<file path="config.mk">
export PLATFORM = sky130hd
export DESIGN_NAME = pmp_range_dec
export DESIGN_NICKNAME = d
export VERILOG_FILES = /design/src/rtl/pmp_chk_pkg.sv /design/src/rtl/pmp_range_dec.sv
export SDC_FILE = /design/constraint.sdc
export NUM_CORES = 1
export LEC_CHECK = 0
export BUFFER_PORTS_ARGS = -buffer_cell sky130_fd_sc_hd__buf_2
export CAP_MARGIN = 20
export CORE_ASPECT_RATIO = 2
export CORE_UTILIZATION = 57
export DETAILED_ROUTE_END_ITERATION = 6
export PLACE_DENSITY = 0.91
export REMOVE_ABC_BUFFERS = 1
export SLEW_MARGIN = 20
export SYNTH_ARGS = -nofsm -noshare
export SYNTH_HDL_FRONTEND = slang
export SYNTH_SLANG_ARGS = --single-unit
</file>
<file path="constraint.sdc">
create_clock -name vclk -period 6.2
set_input_delay 0.31 -clock vclk [all_inputs]
set_output_delay 0.31 -clock vclk [all_outputs]
set_load 0.02 [all_outputs]
</file>
<file path="src/rtl/pmp_chk_pkg.sv">
package pmp_chk_pkg;

    typedef enum logic [1:0] {
        AM_OFF   = 2'd0,
        AM_TOR   = 2'd1,
        AM_NA4   = 2'd2,
        AM_NAPOT = 2'd3
    } amode_e;

    typedef struct packed {
        logic x;
        logic w;
        logic r;
    } perm_t;

    localparam int CFG_LOCK_BIT = 7;
    localparam int CFG_MODE_LO  = 3;
    localparam logic [1:0] PRIV_MACHINE = 2'd3;

    function automatic amode_e cfg_mode(input logic [7:0] cfg);
        return amode_e'(cfg[CFG_MODE_LO +: 2]);
    endfunction

    function automatic perm_t cfg_perm(input logic [7:0] cfg);
        return perm_t'(cfg[2:0]);
    endfunction

    function automatic logic cfg_lock(input logic [7:0] cfg);
        return cfg[CFG_LOCK_BIT];
    endfunction

endpackage

</file>
<file path="src/rtl/pmp_range_dec.sv">
module pmp_range_dec
    import pmp_chk_pkg::*;
#(
    parameter int XLEN = 32,
    localparam int ABW = XLEN + 2
) (
    input  logic [7:0]      cfg,
    input  logic [XLEN-1:0] this_word,
    input  logic [XLEN-1:0] prev_word,
    output logic [ABW-1:0]  lo,
    output logic [ABW-1:0]  hi,
    output logic            valid
);

    logic [XLEN-1:0] base_word;
    logic [ABW-1:0]  span;
    int              ones;
    logic            stop;

    always_comb begin
        ones = 0;
        stop = 1'b0;
        for (int i = 0; i < XLEN; i++) begin
            if (!stop) begin
                if (this_word[i]) ones = i + 1;
                else              stop = 1'b1;
            end
        end
        for (int i = 0; i < XLEN; i++) begin
            base_word[i] = (i < ones) ? 1'b0 : this_word[i];
        end
        for (int i = 0; i < ABW; i++) begin
            span[i] = (i < ones + 3);
        end
    end

    always_comb begin
        lo    = '0;
        hi    = '0;
        valid = 1'b0;
        unique case (cfg_mode(cfg))
            AM_OFF: begin
                valid = 1'b0;
            end
            AM_TOR: begin
                lo    = {prev_word, 2'b00};
                hi    = {this_word, 2'b00} - ABW'(1);
                valid = (this_word > prev_word);
            end
            AM_NA4: begin
                lo    = {this_word, 2'b00};
                hi    = {this_word, 2'b11};
                valid = 1'b1;
            end
            AM_NAPOT: begin
                lo    = {base_word, 2'b00};
                hi    = {base_word, 2'b00} | span;
                valid = 1'b1;
            end
            default: valid = 1'b0;
        endcase
    end

endmodule

</file>
==> metrics.md <==
| Metric | Value |
|---|---|
| Hold buffers post-CTS | `0` |
| Min-Delay Endpoint | `lo[33]` |
| Avg Inst Size Synth | `6.36 um2` |
| Vias | `5276` |
| Hold path startpoint | `prev_word[31]` |
| Number of placement rows | `41` |
| CP Max Fanout | `17` |
| Largest net degree at the start of global routing | `41` |
| RSZ-0062 raised after global routing | `false` |
| Fillers | `604` |
| P&R area growth vs syn | `17.5%` |
| Crit end category | `output port` |
| CP required | `5890 ps` |
| Max-cap violations | `0` |
| Worst Path Arrival | `4510 ps` |
| Hold Path Class | `in2out` |
| Final wirelength | `17.2 mm` |
| Clock period minus worst slack | `4820 ps` |
| Port Buf Inserts | `133` |
| Final Max Slew Viols | `0` |
| Power Dens Cells | `78.5 mW/mm2` |
| Post-CTS Setup Bufs | `0` |
| DP HPWL | `13.1 mm` |
| Synthesized area | `0.00375 mm2` |
| Seq Cell Count | `0` |
| Area occupied by multi-input gates | `0.00342 mm2` |
| Post-CTS sizing | `0` |
| Die area | `0.00693 mm2` |
| Vias in the first global route | `4946` |
| Drt drc | `0` |
| Initial core utilization | `0.594` |
| Status | `complete, no violations` |
| Tot GR Track Use | `0.509` |
| Max frequency | `208 MHz` |
| Top-count cell post-synth | `nand2_1` |
| Worst slew margin | `0.373` |
| Final instance area | `0.00441 mm2` |
| Yosys top cell by area | `ha_1` |
| Finish-stage setup viols | `0` |
| Layout cell share with drive strength beyond 1 | `0.248` |
| Die width | `59.4 um` |
| Crit Path Category | `in2out` |
| FF+latch area | `0 um2` |
| Placer Congestion | `1.05` |
| Initial antenna violation count | `0` |
| Cell Area, Placed | `0.00441 mm2` |
| Synth unique cells | `81` |
| WL per Instance | `22.0 um` |
| Clkbuf count | `0` |
| Layout Nets | `807` |
| First-pass GRT wire length | `26.3 mm` |
| Tcrit/Tclk final | `0.777` |
| Post-synthesis sequential area ratio | `0` |
| Ant. Diodes | `0` |
| # IOs | `141` |
| Leak pwr | `2.17 nW` |
| Yosys top cell area share | `0.130` |
| Worst-Margin Slew | `938 ps` |
| Total grt overflow | `0` |
| First-pass DRT Iterations | `6` |
| Hold-critical path depth | `3` |
| Avg Vias per Cell | `6.76` |
| Yosys warns | `0` |
| Fin Setup TNS | `0 ps` |
| Die Span Y | `117 um` |
| VDD IR-drop max | `0.0660 mV` |
| Post-route ant nets | `0` |
| Worst Setup Start Kind | `primary input` |
| Fin. Hold Viols | `0` |
| Syn Inst Count | `590` |
| Core Area | `0.00631 mm2` |
| Starting DRT DRC Count | `777` |
| Area contributors post-synth | `ha_1, nand2_1, o21ai_0, a21oi_1, inv_1` |
| Synth top cells by count | `nand2_1, o21ai_0, inv_1` |
## final cells by class
type,count,share of cell area
multi-input combinational,510,0.776
timing repair buffer,139,0.161
inverter,45,0.0383
tap,86,0.0244
## metal layers
layer / share of wire / global-route usage / wire, um
met1: 0.32 / 0.520 / 5560
met2: 0.48 / 0.834 / 8320
met3: 0.092 / 0.140 / 1580
met4: 0.099 / 0.425 / 1700
met5: 0 / 0 / 0
## power by group
group | switching (mW) | leakage [nW] | internal, mW
registers | 0 | 0 | 0
clock network | 0 | 0 | 0
logic | 0.231 | 2.17 | 0.115
total | 0.231 | 2.17 | 0.115
## layout by cell type, fill, tap and decap left out, types with 6 or more instances in the layout
master	n
o211ai_1	11
nor3_1	27
inv_1	44
nand2_1	82
a31oi_1	9
and2_1	6
and3_1	6
a211oi_1	7
buf_4	6
nand2b_1	11
xor2_1	12
o21ai_0	46
ha_1	39
nand4_1	10
nor2b_1	10
a21o_1	16
xnor2_1	13
nor2_1	41
nand3_1	22
buf_2	133
a21oi_1	40
## worst max path at each step
stage | startpoint | endpoint | slack, ps | cells after the start
finish | this_word[0] | hi[28] | 1380 | 14
global route | this_word[0] | hi[28] | 1060 | 14
CTS | this_word[0] | hi[20] | 1550 | 15
detailed placement | this_word[0] | hi[20] | 1570 | 15
global placement | this_word[0] | hi[20] | 1670 | 15
floorplan | this_word[0] | hi[20] | 2430 | 13
## worst max-delay path, stage by stage
cell and delay [ps]:
buf_2 160, ha_1 310, nand3_4 140, nor3_1 470
nand2_1 110, o211ai_1 230, nand3_1 400, nor2_1 250
inv_1 110, ha_1 350, o311ai_4 890, nand3_4 290
o31ai_2 280, buf_2 210
## cells by family (layout without fill, tap and decap cells)
logic type,count (synthesis),in the layout,share of synthesized area
compound gates,190,190,0.355
xor+xnor,26,26,0.0657
fa+ha+maj,39,39,0.130
buf+inv,81,184,0.0901
mux,3,3,0.00901
other cells,1,2,0.00100
simple gates,250,250,0.349
## stage by stage
stage                      util  power, mW  instances  hold slack (ps)  worst slack, ps
final                     0.698      0.346        780              949             1380
after global routing      0.698      0.372        780              960             1060
after CTS                 0.698      0.333        780              950             1550
after detailed placement  0.698      0.331        780              947             1570
after global placement    0.698      0.324        780              944             1670
after floorplan               -      0.193        555              762             2430
(Power assumes the default switching activity.)
